File: src/rtl/sr_duty_pkg.sv
package sr_duty_pkg;
    typedef enum logic [1:0] {
        ST_OFF    = 2'd0,
        ST_SOFT   = 2'd1,
        ST_STEADY = 2'd2
    } sr_state_e;
endpackage

File: src/rtl/sr_ss_law.sv
module sr_ss_law #(
    parameter int DW        = 10,
    parameter int LW        = 10,
    parameter int PW        = 8,
    parameter int RAMP_PEAK = 768
) (
    input  logic [LW-1:0]        comp_code,
    input  logic [DW-1:0]        pri_duty,
    input  logic signed [PW-1:0] pb_corr,
    input  logic                 mode_sec,
    output logic [DW-1:0]        soft_duty
);
    localparam int MW = LW + DW + 1;
    localparam logic [DW-1:0] MAXD = '1;
    localparam logic [DW-1:0] HALF = DW'(1) << (DW - 1);
    localparam logic [LW-1:0] PEAK = LW'(RAMP_PEAK);

    logic [LW-1:0]        comp_c;
    logic [MW-1:0]        prod;
    logic [MW-1:0]        quot;
    logic [DW-1:0]        raw_sat;
    logic signed [DW+1:0] raw_s;
    logic signed [DW+1:0] pb_s;
    logic signed [DW+1:0] adj;
    logic [DW-1:0]        adj_sat;
    logic [DW-1:0]        floored;
    logic [DW-1:0]        ceil_d;

    // ramp comparison expressed as compensation / ramp peak, clipped at the peak
    always_comb begin
        comp_c = (comp_code > PEAK) ? PEAK : comp_code;
        prod   = MW'(comp_c) << DW;
        quot   = prod / MW'(RAMP_PEAK);
        raw_sat = (quot > MW'(MAXD)) ? MAXD : quot[DW-1:0];
    end

    // fast pre-bias correction, active only for secondary-side control
    always_comb begin
        raw_s = $signed({2'b00, raw_sat});
        pb_s  = mode_sec ? $signed({{(DW + 2 - PW){pb_corr[PW-1]}}, pb_corr}) : '0;
        adj   = raw_s + pb_s;
        if (adj < 0)
            adj_sat = '0;
        else if (adj > $signed({2'b00, MAXD}))
            adj_sat = MAXD;
        else
            adj_sat = adj[DW-1:0];
    end

    // half-period floor, then complement-of-primary ceiling (ceiling wins)
    always_comb begin
        ceil_d    = ~pri_duty;
        floored   = (adj_sat < HALF) ? HALF : adj_sat;
        soft_duty = (floored > ceil_d) ? ceil_d : floored;
    end
endmodule

File: src/rtl/sr_seq_fsm.sv
module sr_seq_fsm
    import sr_duty_pkg::*;
#(
    parameter int LW          = 10,
    parameter int SS_DONE_LVL = 742
) (
    input  logic          clk,
    input  logic          rst_n,
    input  logic          en,
    input  logic [LW-1:0] ss_code,
    output sr_state_e     state,
    output sr_state_e     state_n,
    output logic          done
);
    localparam logic [LW-1:0] TH = LW'(SS_DONE_LVL);

    // state register
    always_ff @(posedge clk or negedge rst_n) begin
        if (!rst_n) state <= ST_OFF;
        else        state <= state_n;
    end

    // transitions: arm, handover, kill
    always_comb begin
        state_n = state;
        unique case (state)
            ST_OFF:    if (en) state_n = ST_SOFT;
            ST_SOFT: begin
                if (!en)               state_n = ST_OFF;
                else if (ss_code >= TH) state_n = ST_STEADY;
            end
            ST_STEADY: if (!en) state_n = ST_OFF;
            default:   state_n = ST_OFF;
        endcase
    end

    // registered completion flag
    always_ff @(posedge clk or negedge rst_n) begin
        if (!rst_n) done <= 1'b0;
        else        done <= (state_n == ST_STEADY);
    end
endmodule

File: src/rtl/sr_duty_ctrl.sv
module sr_duty_ctrl
    import sr_duty_pkg::*;
#(
    parameter int DW          = 10,
    parameter int LW          = 10,
    parameter int PW          = 8,
    parameter int RAMP_PEAK   = 768,
    parameter int SS_DONE_LVL = 742
) (
    input  logic                 clk,
    input  logic                 rst_n,
    input  logic                 en,
    input  logic                 mode_sec,
    input  logic                 hc_tick,
    input  logic [LW-1:0]        ss_code,
    input  logic [LW-1:0]        comp_code,
    input  logic [DW-1:0]        pri_duty,
    input  logic signed [PW-1:0] pb_corr,
    output logic [DW-1:0]        sr_duty,
    output logic                 sr_on,
    output logic                 ss_done
);
    sr_state_e     state;
    sr_state_e     state_n;
    logic [DW-1:0] soft_duty;

    sr_seq_fsm #(.LW(LW), .SS_DONE_LVL(SS_DONE_LVL)) u_fsm (
        .clk     (clk),
        .rst_n   (rst_n),
        .en      (en),
        .ss_code (ss_code),
        .state   (state),
        .state_n (state_n),
        .done    (ss_done)
    );

    sr_ss_law #(.DW(DW), .LW(LW), .PW(PW), .RAMP_PEAK(RAMP_PEAK)) u_law (
        .comp_code (comp_code),
        .pri_duty  (pri_duty),
        .pb_corr   (pb_corr),
        .mode_sec  (mode_sec),
        .soft_duty (soft_duty)
    );

    // duty register: cleared on kill, reloaded only on half-cycle boundaries
    always_ff @(posedge clk or negedge rst_n) begin
        if (!rst_n)
            sr_duty <= '0;
        else if (state_n == ST_OFF)
            sr_duty <= '0;
        else if (hc_tick)
            sr_duty <= (state_n == ST_STEADY) ? ~pri_duty : soft_duty;
    end

    always_comb sr_on = (state != ST_OFF);
endmodule

File: config.mk
export PLATFORM = sky130hd
export DESIGN_NAME = sr_duty_ctrl
export DESIGN_NICKNAME = d
export VERILOG_FILES = /design/src/rtl/sr_duty_pkg.sv /design/src/rtl/sr_ss_law.sv /design/src/rtl/sr_seq_fsm.sv /design/src/rtl/sr_duty_ctrl.sv
export SDC_FILE = /design/constraint.sdc
export NUM_CORES = 1
export LEC_CHECK = 0
export ABC_AREA = 1
export CAP_MARGIN = 0
export CORE_MARGIN = 2
export CORE_UTILIZATION = 35
export DETAILED_ROUTE_END_ITERATION = 8
export HOLD_SLACK_MARGIN = 0.12
export PLACE_DENSITY = 0.63
export REMOVE_ABC_BUFFERS = 1
export SETUP_SLACK_MARGIN = 0.5
export SLEW_MARGIN = 0
export SYNTH_ARGS = -nofsm -noshare
export SYNTH_HDL_FRONTEND = slang
export SYNTH_SLANG_ARGS = --single-unit
File: constraint.sdc
create_clock -name clk -period 2 [get_ports clk]
set_clock_uncertainty 0.1 [all_clocks]
set_input_delay 0.4 -clock clk [delete_from_list [all_inputs] [get_ports clk]]
set_output_delay 0.4 -clock clk [all_outputs]
set_load 0.01 [all_outputs]
==> out/results.tsv, run 1 <==
stage	metric	value	unit
synthesis	main combinational cell family by area after synthesis	simple AND/OR/NAND/NOR gates	
hold_path	hold path startpoint	sr_duty[2]$_DFFE_PN0P_	
timing	Final period util	361.9	%
worst_setup_path	CP most frequent cell	nand2_2	
cts	Root Driver	clkbuf_8	
cts	CTS Sinks	13	
worst_setup_path	Critical-path top delay cell	fa_2	
synthesis	Top FF cell, synth	dfrtp_1	
routing	Detail Route Antenna Nets	0	
synthesis	Synth Area in Compound Gates	20.13	%
layout	Fillers	428	
global_route	GR Overflow Total	0	
timing	fin crit period	7.237	ns
synthesis	synthesized flop and latch total	13	
cts	Num CTS Buffers	3	
worst_setup_path	Critical Path Start Type	input pin	
cts	TritonCTS clock tree	done	
worst_setup_path	Crit Path Class	input pin to register	
layout	Final Cell Area	0.004003	sq mm
routing	Remaining DRCs	0	
synthesis	simple-gate share of the synthesized area	35.54	%
synthesis	register area share after synthesis	15.77	%
synthesis	asr flop ratio synth	100.0	%
timing	Final Max Tran Viols	0	
synthesis	Cells after Synth	308	
global_route	first-pass GRT wire length	10290	um
layout	commonest non-fill, non-tap cell in the layout	buf_4	
timing	Worst Tran Pin Value	0.5671	ns
layout	diode count	0	
timing	Setup-failing EPs final	9	
synthesis	Syn Area/Cell	6.699	sq um
timing	worst slack on hold paths	0.4021	ns
cts	H-Tree Depth	1	
global_route	initial antenna violation count	0	
cts	clk_lat worst skew	0.24	ns
floorplanning	I/O pins	55	
floorplanning	die area	0.006525	sq mm
synthesis	Post-Syn Area	0.002063	sq mm
run_status	failing checks	setup timing	
worst_setup_path	crit-path max FO	5	
synthesis	Adder-Cell Fraction of Synth Area	14.31	%
worst_setup_path	crit path launch	comp_code[6]	
worst_setup_path	Reg-to-Reg Start	u_fsm.state[0]$_DFF_PN0_	
cts	clk slew on worst S/H paths	0.05	ns
global_route	pin count of the biggest net entering global routing	17	
layout	Nets	538	
floorplanning	core area	0.005608	sq mm
worst_setup_path	crit path capture type	register	
global_route	GRT Total Usage	19.03	%
timing	RSZ-0062 raised after global routing	yes	
floorplanning	Initial Util	36.79	%
hold_path	HP Class	register to register	
synthesis	synth warn	0	
power	Leakage	2.093	nW
place	area of placed instances	0.003296	sq mm
routing	DR pass1 iterations	4	
routing	via density per instance	4.947	
worst_setup_path	Req. time, crit path	2.03	ns
timing	Final WS setup	-5.237	ns
synthesis	synth unique cells	37	
run_status	status	complete, but fails checks	
place	RePlAce Congestion	0.8145	
routing	detailed-route via count	2686	
timing	f_max	138.2	MHz
worst_setup_path	max incr delay on CP	0.35	ns
power	pwr dens	655.3	mW/mm^2
routing	DRT iter0 DRCs	57	
worst_setup_path	Buf+Inv Stages, Crit Path	12	
layout	commonest cells after routing, fill and taps aside	104 x buf_4, 42 x nand2_1, 31 x inv_1, 27 x clkdlybuf4s50_1	
place	Port Buf Inserts	53	
routing	routed wire length	6855	um
worst_setup_path	Crit path max-delay family	compound AO/OA/AOI/OAI gates	
flow_run	max-cap viol count	0	
floorplanning	Die Height	80.78	um
synthesis	multiplexer share of the synthesized area	0	%
layout	ratio of cells with drive above 1 in the final layout	52.87	%
synthesis	number of synthesized flops with an enable pin	0	
cts	Max Buffers Root-to-Sink	2	
global_route	vias in the first global route	2532	
floorplanning	Die W	80.78	um
layout	P&R area growth vs syn	94.00	%
power	maximum vdd drop	0.0003264	V
place	hpwl dp	4505	um
place	pre-CTS setup slack	-6.057	ns
floorplanning	number of core rows	27	
timing	Fin. Hold Viols	0	
timing	slew margin rel.	62.07	%
worst_setup_path	Worst EP arrival	7.27	ns
synthesis	Synth Area in XOR/XNOR	4.245	%
routing	WL/cell	12.62	um
[sequential cells by signal, indices dropped and copies added, names as in the netlist]
name,flops
sr_duty,10
u_fsm.done,1
u_fsm.state,2
[report_power, final]
group	leakage (nW)	total [W]	switching (W)	internal (W)
logic	1.90	0.00208	0.00103	0.00106
registers	0.172	0.000311	0.0000163	0.000295
clock network	0.0228	0.000230	0.0000897	0.000141
[cells in the mapped netlist, types with 3 or more instances]
library cell	instances	area share (%)
a21o_1	3	1.1
a21oi_1	20	4.9
clkbuf_1	3	0.55
clkinv_1	3	0.55
dfrtp_1	13	16
ha_1	22	13
inv_1	41	7.5
nand2_1	67	12
nand2_2	13	3.9
nand3_1	31	7.5
nand3_2	6	2.9
nand3_4	4	3.4
nand4_1	3	0.91
nor2_1	13	2.4
o21ai_0	23	5.6
o21ai_2	7	3.0
xor2_1	8	3.4
[worst register-to-register path, stage by stage, from the launching register on]
cell     delay (ns)
dfrtp_1        0.40
nand2_1        0.09
nand2_2        0.07
nor2_1         0.14
inv_1          0.07
nand2_2        0.10
inv_2          0.05
o21ai_2        0.16
a21oi_4        0.04
a31o_2         0.21
[stage by stage]
| stage | utilization (%) | TNS (ns) | power (W) | instances |
|---|---|---|---|---|
| 4_1_cts | 64.68 | -45.49 | 0.002315 | 533 |
| 3_5_place_dp | 58.77 | -53.77 | 0.001824 | 514 |
| 6_report | 71.37 | -46.76 | 0.002623 | 543 |
| 3_3_place_gp | 58.77 | -52.53 | 0.001791 | 514 |
| 2_1_floorplan | - | -46.29 | 0.001136 | 303 |
| 5_1_grt | 71.37 | -50.90 | 0.002836 | 543 |
[per-layer routing]
metal | routed length, um | GRT usage, % | vias to the layer above
li1 | - | - | 1358
met1 | 2627 | 21.05 | 1238
met2 | 3727 | 38.42 | 73
met3 | 315 | 1.333 | 17
met4 | 184 | 5.424 | 0
met5 | 0 | 0 | -
[area by class of cell]
cell class | instances | area, sq um | share of cell area, %
clock buffers | 4 | 45.04 | 1.125
inverters | 46 | 196.4 | 4.908
multi-input cells | 244 | 1973 | 49.30
flip-flops and latches | 13 | 325.3 | 8.128
well taps | 72 | 90.09 | 2.251
repair buffers | 164 | 1373 | 34.29
[kinds of logic after synthesis]
kind of cell | after synthesis
simple gates | 144
compound gates | 67
flops | 13
buf+inv | 51
xor+xnor | 10
fa+ha+maj | 23
[what timing repair did]
item                       4_1_cts  5_1_grt
gates cloned                     0        1
hold buffers                     0        0
buffers inserted                15        9
pin swaps                       65       68
setup endpoints to repair       25       12
gates resized for setup        141       77
[final timing paths]
check                                         end  cells after the start  slack, ns
min in group asynchronous  sr_duty[4]$_DFFE_PN0P_                      1       0.42
hold reg to reg            sr_duty[2]$_DFFE_PN0P_                      2       0.40
hold / removal             sr_duty[2]$_DFFE_PN0P_                      2       0.40
max in group asynchronous  sr_duty[2]$_DFFE_PN0P_                      1       1.01
setup / recovery           sr_duty[0]$_DFFE_PN0P_                     57      -5.24
setup reg to reg           sr_duty[0]$_DFFE_PN0P_                      9       0.47
Note: power is estimated with default switching activity, not from simulation.
==> inputs of run 2 (changes only) <==
RECOVER_POWER = 50   (was default)
==> run 2 against run 1 <==
Against the previous run:
- the flow still finishes with violations (setup timing)
- global-route usage stayed put
- sequential power hardly changed
- largest cell class unchanged
- routed wire length hardly changed
- total power hardly changed
- fmax hardly changed
- die area stayed put
==> out/results.tsv, run 2 (synthesis results as in run 1) <==
stage	metric	value	unit
timing	f_max	138.1	MHz
global_route	GRT Total Usage	19.03	%
routing	Detail Route Antenna Nets	0	
floorplanning	Die W	80.78	um
global_route	pin count of the biggest net entering global routing	17	
timing	Final Max Tran Viols	0	
routing	DR pass1 iterations	4	
cts	Num CTS Buffers	3	
layout	P&R area growth vs syn	93.69	%
global_route	GR Overflow Total	0	
cts	CTS Sinks	13	
power	Leakage	2.093	nW
timing	Worst Tran Pin Value	0.5785	ns
routing	detailed-route via count	2684	
timing	Final period util	362.0	%
timing	Fin. Hold Viols	0	
cts	clk slew on worst S/H paths	0.05	ns
routing	WL/cell	12.63	um
run_status	status	complete, but fails checks	
global_route	GR Util met2	38.42	%
cts	Root Driver	clkbuf_8	
worst_setup_path	Req. time, crit path	2.03	ns
routing	via density per instance	4.943	
place	pre-CTS setup slack	-6.057	ns
layout	Largest regs	sr_duty x10, u_fsm.state x2, u_fsm.done x1	
worst_setup_path	crit path capture type	register	
floorplanning	core area	0.005608	sq mm
place	hpwl dp	4505	um
global_route	initial antenna violation count	0	
floorplanning	die area	0.006525	sq mm
global_route	GR Layer Usage met1	21.05	%
layout	commonest non-fill, non-tap cell in the layout	buf_4	
power	pwr dens	656.2	mW/mm^2
run_status	failing checks	setup timing	
cts	clk_lat worst skew	0.24	ns
layout	Largest register FFs	10	
cts	TritonCTS clock tree	done	
worst_setup_path	Worst EP arrival	7.27	ns
worst_setup_path	Crit Path Class	input pin to register	
timing	worst slack on hold paths	0.4025	ns
power	maximum vdd drop	0.0003278	V
layout	ratio of cells with drive above 1 in the final layout	52.65	%
timing	Setup-failing EPs final	9	
timing	Final TNS setup	-46.78	ns
global_route	vias in the first global route	2532	
layout	diode count	0	
routing	Remaining DRCs	0	
routing	routed wire length	6858	um
floorplanning	number of core rows	27	
layout	Most flops, register	sr_duty	
floorplanning	I/O pins	55	
cts	H-Tree Depth	1	
timing	RSZ-0062 raised after global routing	yes	
cts	Post-CTS Hold Fix Bufs	0	
timing	fin crit period	7.240	ns
global_route	first-pass GRT wire length	10290	um
timing	slew margin rel.	61.31	%
routing	DRT iter0 DRCs	55	
worst_setup_path	Critical-path top delay cell	fa_2	
timing	Final WS setup	-5.240	ns
cts	Max Buffers Root-to-Sink	2	
worst_setup_path	crit-path max FO	5	
hold_path	HP Class	register to register	
floorplanning	Die Height	80.78	um
flow_run	max-cap viol count	0	
global_route	met3 usage	1.333	%
place	Port Buf Inserts	53	
worst_setup_path	CP most frequent cell	nand2_2	
worst_setup_path	Critical Path Start Type	input pin	
layout	Nets	538	
worst_setup_path	max incr delay on CP	0.35	ns
place	RePlAce Congestion	0.8145	
layout	commonest cells after routing, fill and taps aside	104 x buf_4, 42 x nand2_1, 31 x inv_1, 26 x clkdlybuf4s50_1	
floorplanning	Initial Util	36.79	%
global_route	global route hottest layer	met2	
[run 2: cell count changes in the layout (fill, tap and decap cells not counted)]
cell / before / now
dlygate4sd3_1: 0 / 1
a31oi_1: 0 / 1
clkdlybuf4s50_1: 27 / 26
a31oi_2: 1 / 0
[run 2: cell type report]
type	count	area, sq um
clock buffer	4	45.04
inverter	46	196.4
fill	429	1612
multi-input combinational	244	1967
sequential	13	325.3
tap	72	90.09
timing repair buffer	164	1373
[run 2: critical path, delay by kind of cell]
| family | cells | cell delay [ns] |
|---|---|---|
| compound gates | 19 | 2.78 |
| xor+xnor | 1 | 0.16 |
| fa+ha+maj | 4 | 0.98 |
| buf+inv | 12 | 1.18 |
| simple gates | 21 | 1.76 |
[run 2: path summary, 6_finish.rpt]
| check | end | depth (start not counted) | slack (ns) | start |
|---|---|---|---|---|
| max in group asynchronous | sr_duty[2]$_DFFE_PN0P_ | 1 | 0.93 | rst_n |
| min reg2reg | sr_duty[2]$_DFFE_PN0P_ | 2 | 0.40 | sr_duty[2]$_DFFE_PN0P_ |
| min | sr_duty[2]$_DFFE_PN0P_ | 2 | 0.40 | sr_duty[2]$_DFFE_PN0P_ |
| max | sr_duty[0]$_DFFE_PN0P_ | 57 | -5.24 | comp_code[6] |
| max reg2reg | sr_duty[0]$_DFFE_PN0P_ | 9 | 0.48 | u_fsm.state[0]$_DFF_PN0_ |
| min in group asynchronous | sr_duty[4]$_DFFE_PN0P_ | 1 | 0.50 | rst_n |
[run 2: timing repair]
item                       in CTS  in global routing
hold endpoints to repair        0                  0
pin swaps                      65                 68
gates resized for setup       141                 77
cloned                          0                  1
setup endpoints to repair      25                 12
buffers inserted               15                  9
[run 2: metal layers]
layer	wire length (um)	up-vias
met4	184	0
met2	3732	71
met5	0	-
met1	2631	1238
li1	-	1358
met3	311	17
[run 2: power breakdown]
part           internal [W]  switching, W
Sequential         0.000295     0.0000155
Clock              0.000141     0.0000905
Combinational       0.00106       0.00103
Total               0.00149       0.00113
[run 2: through the flow]
stage	cells	instance area, sq um	power (W)	utilization (%)
final	543	3996	0.002623	71.26
after global routing	543	3996	0.002834	71.26
after CTS	533	3627	0.002315	64.68
after detailed placement	514	3296	0.001824	58.77
after global placement	514	3296	0.001791	58.77
after floorplan	303	2029	0.001136	-
==> inputs of run 3 (changes only) <==
SKIP_CTS_REPAIR_TIMING = 1   (was default)
==> run 3 against run 2 <==
Against the previous run:
- the run still ends with setup timing left
- count of clock-buffer cells in the layout is the same
- sequential power barely moved
- utilization down 3.3 points
- fmax is 0.51% higher
- die area unchanged
- design area decreased by 4.6%
- largest cell class unchanged
==> out/results.tsv, run 3 (synthesis results as in run 1) <==
stage	metric	value	unit
run_status	status	complete, but fails checks	
run_status	failing checks	setup timing	
worst_setup_path	crit path launch	comp_code[2]	
cts	TritonCTS clock tree	done	
cts	clk slew on worst S/H paths	0.05	ns
timing	Final Max Tran Viols	0	
power	pwr dens	647.6	mW/mm^2
global_route	vias in the first global route	2268	
timing	RSZ-0062 raised after global routing	yes	
routing	WL/cell	11.38	um
flow_run	max-cap viol count	0	
routing	DR pass1 iterations	4	
worst_setup_path	Req. time, crit path	2.03	ns
timing	Fin. Hold Viols	0	
global_route	GR Util met2	32.50	%
global_route	GR Layer Usage met1	19.16	%
floorplanning	Initial Util	36.79	%
layout	Nets	528	
floorplanning	I/O pins	55	
worst_setup_path	Worst setup endpoint	sr_duty[0]$_DFFE_PN0P_	
global_route	met3 usage	1.000	%
worst_setup_path	reg2reg path depth	9	
layout	diode count	0	
floorplanning	die area	0.006525	sq mm
global_route	GR Overflow Total	0	
power	power share of the sequential group	12.6	%
floorplanning	number of core rows	27	
power	Comb pwr share	78.1	%
worst_setup_path	r2r setup slk	0.46	ns
power	maximum vdd drop	0.0003368	V
worst_setup_path	crit-path max FO	7	
layout	ratio of cells with drive above 1 in the final layout	47.51	%
global_route	pin count of the biggest net entering global routing	17	
timing	Final period util	360.2	%
power	Int Pwr	0.001418	W
worst_setup_path	worst reg2reg endpoint	sr_duty[0]$_DFFE_PN0P_	
floorplanning	Die W	80.78	um
cts	clk_lat worst skew	0.24	ns
timing	fin crit period	7.204	ns
worst_setup_path	Crit Path Class	input pin to register	
worst_setup_path	Reg-to-Reg Start	u_fsm.state[0]$_DFF_PN0_	
layout	fin util	68.01	%
worst_setup_path	max incr delay on CP	0.37	ns
cts	Num CTS Buffers	3	
global_route	first-pass GRT wire length	8935	um
power	Leakage	2.148	nW
layout	area of the multi-input gates	0.001836	sq mm
routing	detailed-route via count	2541	
power	switching pwr	0.001051	W
worst_setup_path	Critical Path Start Type	input pin	
global_route	initial antenna violation count	0	
worst_setup_path	CP most frequent cell	nand2_2	
cts	CTS Sinks	13	
worst_setup_path	Worst EP arrival	7.23	ns
layout	Fillers	462	
timing	slew margin rel.	62.59	%
routing	DRT iter0 DRCs	36	
timing	f_max	138.8	MHz
routing	via density per instance	4.767	
power	Sw Share	42.57	%
place	RePlAce Congestion	0.8145	
hold_path	HP Class	register to register	
global_route	global route hottest layer	met2	
place	hpwl dp	4505	um
layout	P&R area growth vs syn	84.84	%
timing	Setup-failing EPs final	9	
timing	Worst Tran Pin Value	0.5594	ns
timing	Final TNS setup	-46.48	ns
floorplanning	Die Height	80.78	um
layout	Largest register FFs	10	
routing	Remaining DRCs	0	
power	Clk pwr share	9.3	%
cts	Root Driver	clkbuf_8	
cts	H-Tree Depth	1	
global_route	GRT Total Usage	16.39	%
worst_setup_path	Critical-path top delay cell	fa_2	
cts	Max Buffers Root-to-Sink	2	
layout	Largest regs	sr_duty x10, u_fsm.state x2, u_fsm.done x1	
worst_setup_path	crit path capture type	register	
routing	Detail Route Antenna Nets	0	
layout	storage element area	325.3	sq um
layout	commonest cells after routing, fill and taps aside	96 x buf_4, 48 x nand2_1, 37 x inv_1, 28 x nand2_2	
floorplanning	core area	0.005608	sq mm
timing	Final WS setup	-5.204	ns
layout	Most flops, register	sr_duty	
place	Port Buf Inserts	53	
routing	routed wire length	6068	um
layout	commonest non-fill, non-tap cell in the layout	buf_4	
==> run 3: power by group through the flow <==
stage | clock, W | combinational (W) | sequential, W
finish | 0.000231 | 0.00193 | 0.000310
floorplan | 0 | 0.000808 | 0.000328
CTS | 0.000231 | 0.00152 | 0.000311
global placement | 0 | 0.00148 | 0.000314
global route | 0.000245 | 0.00213 | 0.000314
detailed placement | 0 | 0.00151 | 0.000315
==> run 3: worst min path at each step <==
stage | startpoint | end | slack [ns] | cells past startpoint
after CTS | sr_duty[2]$_DFFE_PN0P_ | sr_duty[2]$_DFFE_PN0P_ | 0.41 | 2
after floorplan | rst_n | sr_duty[0]$_DFFE_PN0P_ | 0.004 | 0
after detailed placement | sr_duty[2]$_DFFE_PN0P_ | sr_duty[2]$_DFFE_PN0P_ | 0.40 | 2
final | sr_duty[2]$_DFFE_PN0P_ | sr_duty[2]$_DFFE_PN0P_ | 0.40 | 2
after global routing | sr_duty[2]$_DFFE_PN0P_ | sr_duty[2]$_DFFE_PN0P_ | 0.42 | 2
after global placement | sr_duty[2]$_DFFE_PN0P_ | sr_duty[2]$_DFFE_PN0P_ | 0.40 | 2
==> run 3: cell type report <==
type | count | share of cell area [%]
clock buffer | 4 | 1.181
inverter | 46 | 4.692
timing repair buffer | 154 | 35.10
sequential | 13 | 8.530
tap | 72 | 2.362
multi-input combinational | 244 | 48.13
==> run 3: layer usage <==
| layer | vias up | part of all wire, % | wire (um) |
|---|---|---|---|
| met3 | 5 | 4.1 | 249 |
| li1 | 1336 | - | - |
| met1 | 1143 | 41 | 2509 |
| met5 | - | 0 | 0 |
| met2 | 57 | 54 | 3266 |
| met4 | 0 | 0.71 | 43 |
==> run 3: per-stage QoR <==
step	instance area [sq um]	worst slack [ns]	power [W]	hold slack (ns)	instances
global route	3814	-5.760	0.002686	0.4152	533
detailed placement	3296	-6.057	0.001824	0.3957	514
CTS	3341	-5.827	0.002061	0.4122	518
global placement	3296	-5.889	0.001791	0.3959	514
finish	3814	-5.204	0.002470	0.4009	533
floorplan	2029	-5.367	0.001136	0.004409	303
==> run 3: worst max-delay path, delay by kind of cell <==
| family | cells | cell delay [ns] |
|---|---|---|
| and+or+nand+nor | 26 | 2.25 |
| AOI/OAI and AO/OA | 18 | 2.34 |
| buffers and inverters | 8 | 0.81 |
| adders and majority gates | 5 | 1.16 |
| xor gates and xnor gates | 1 | 0.23 |
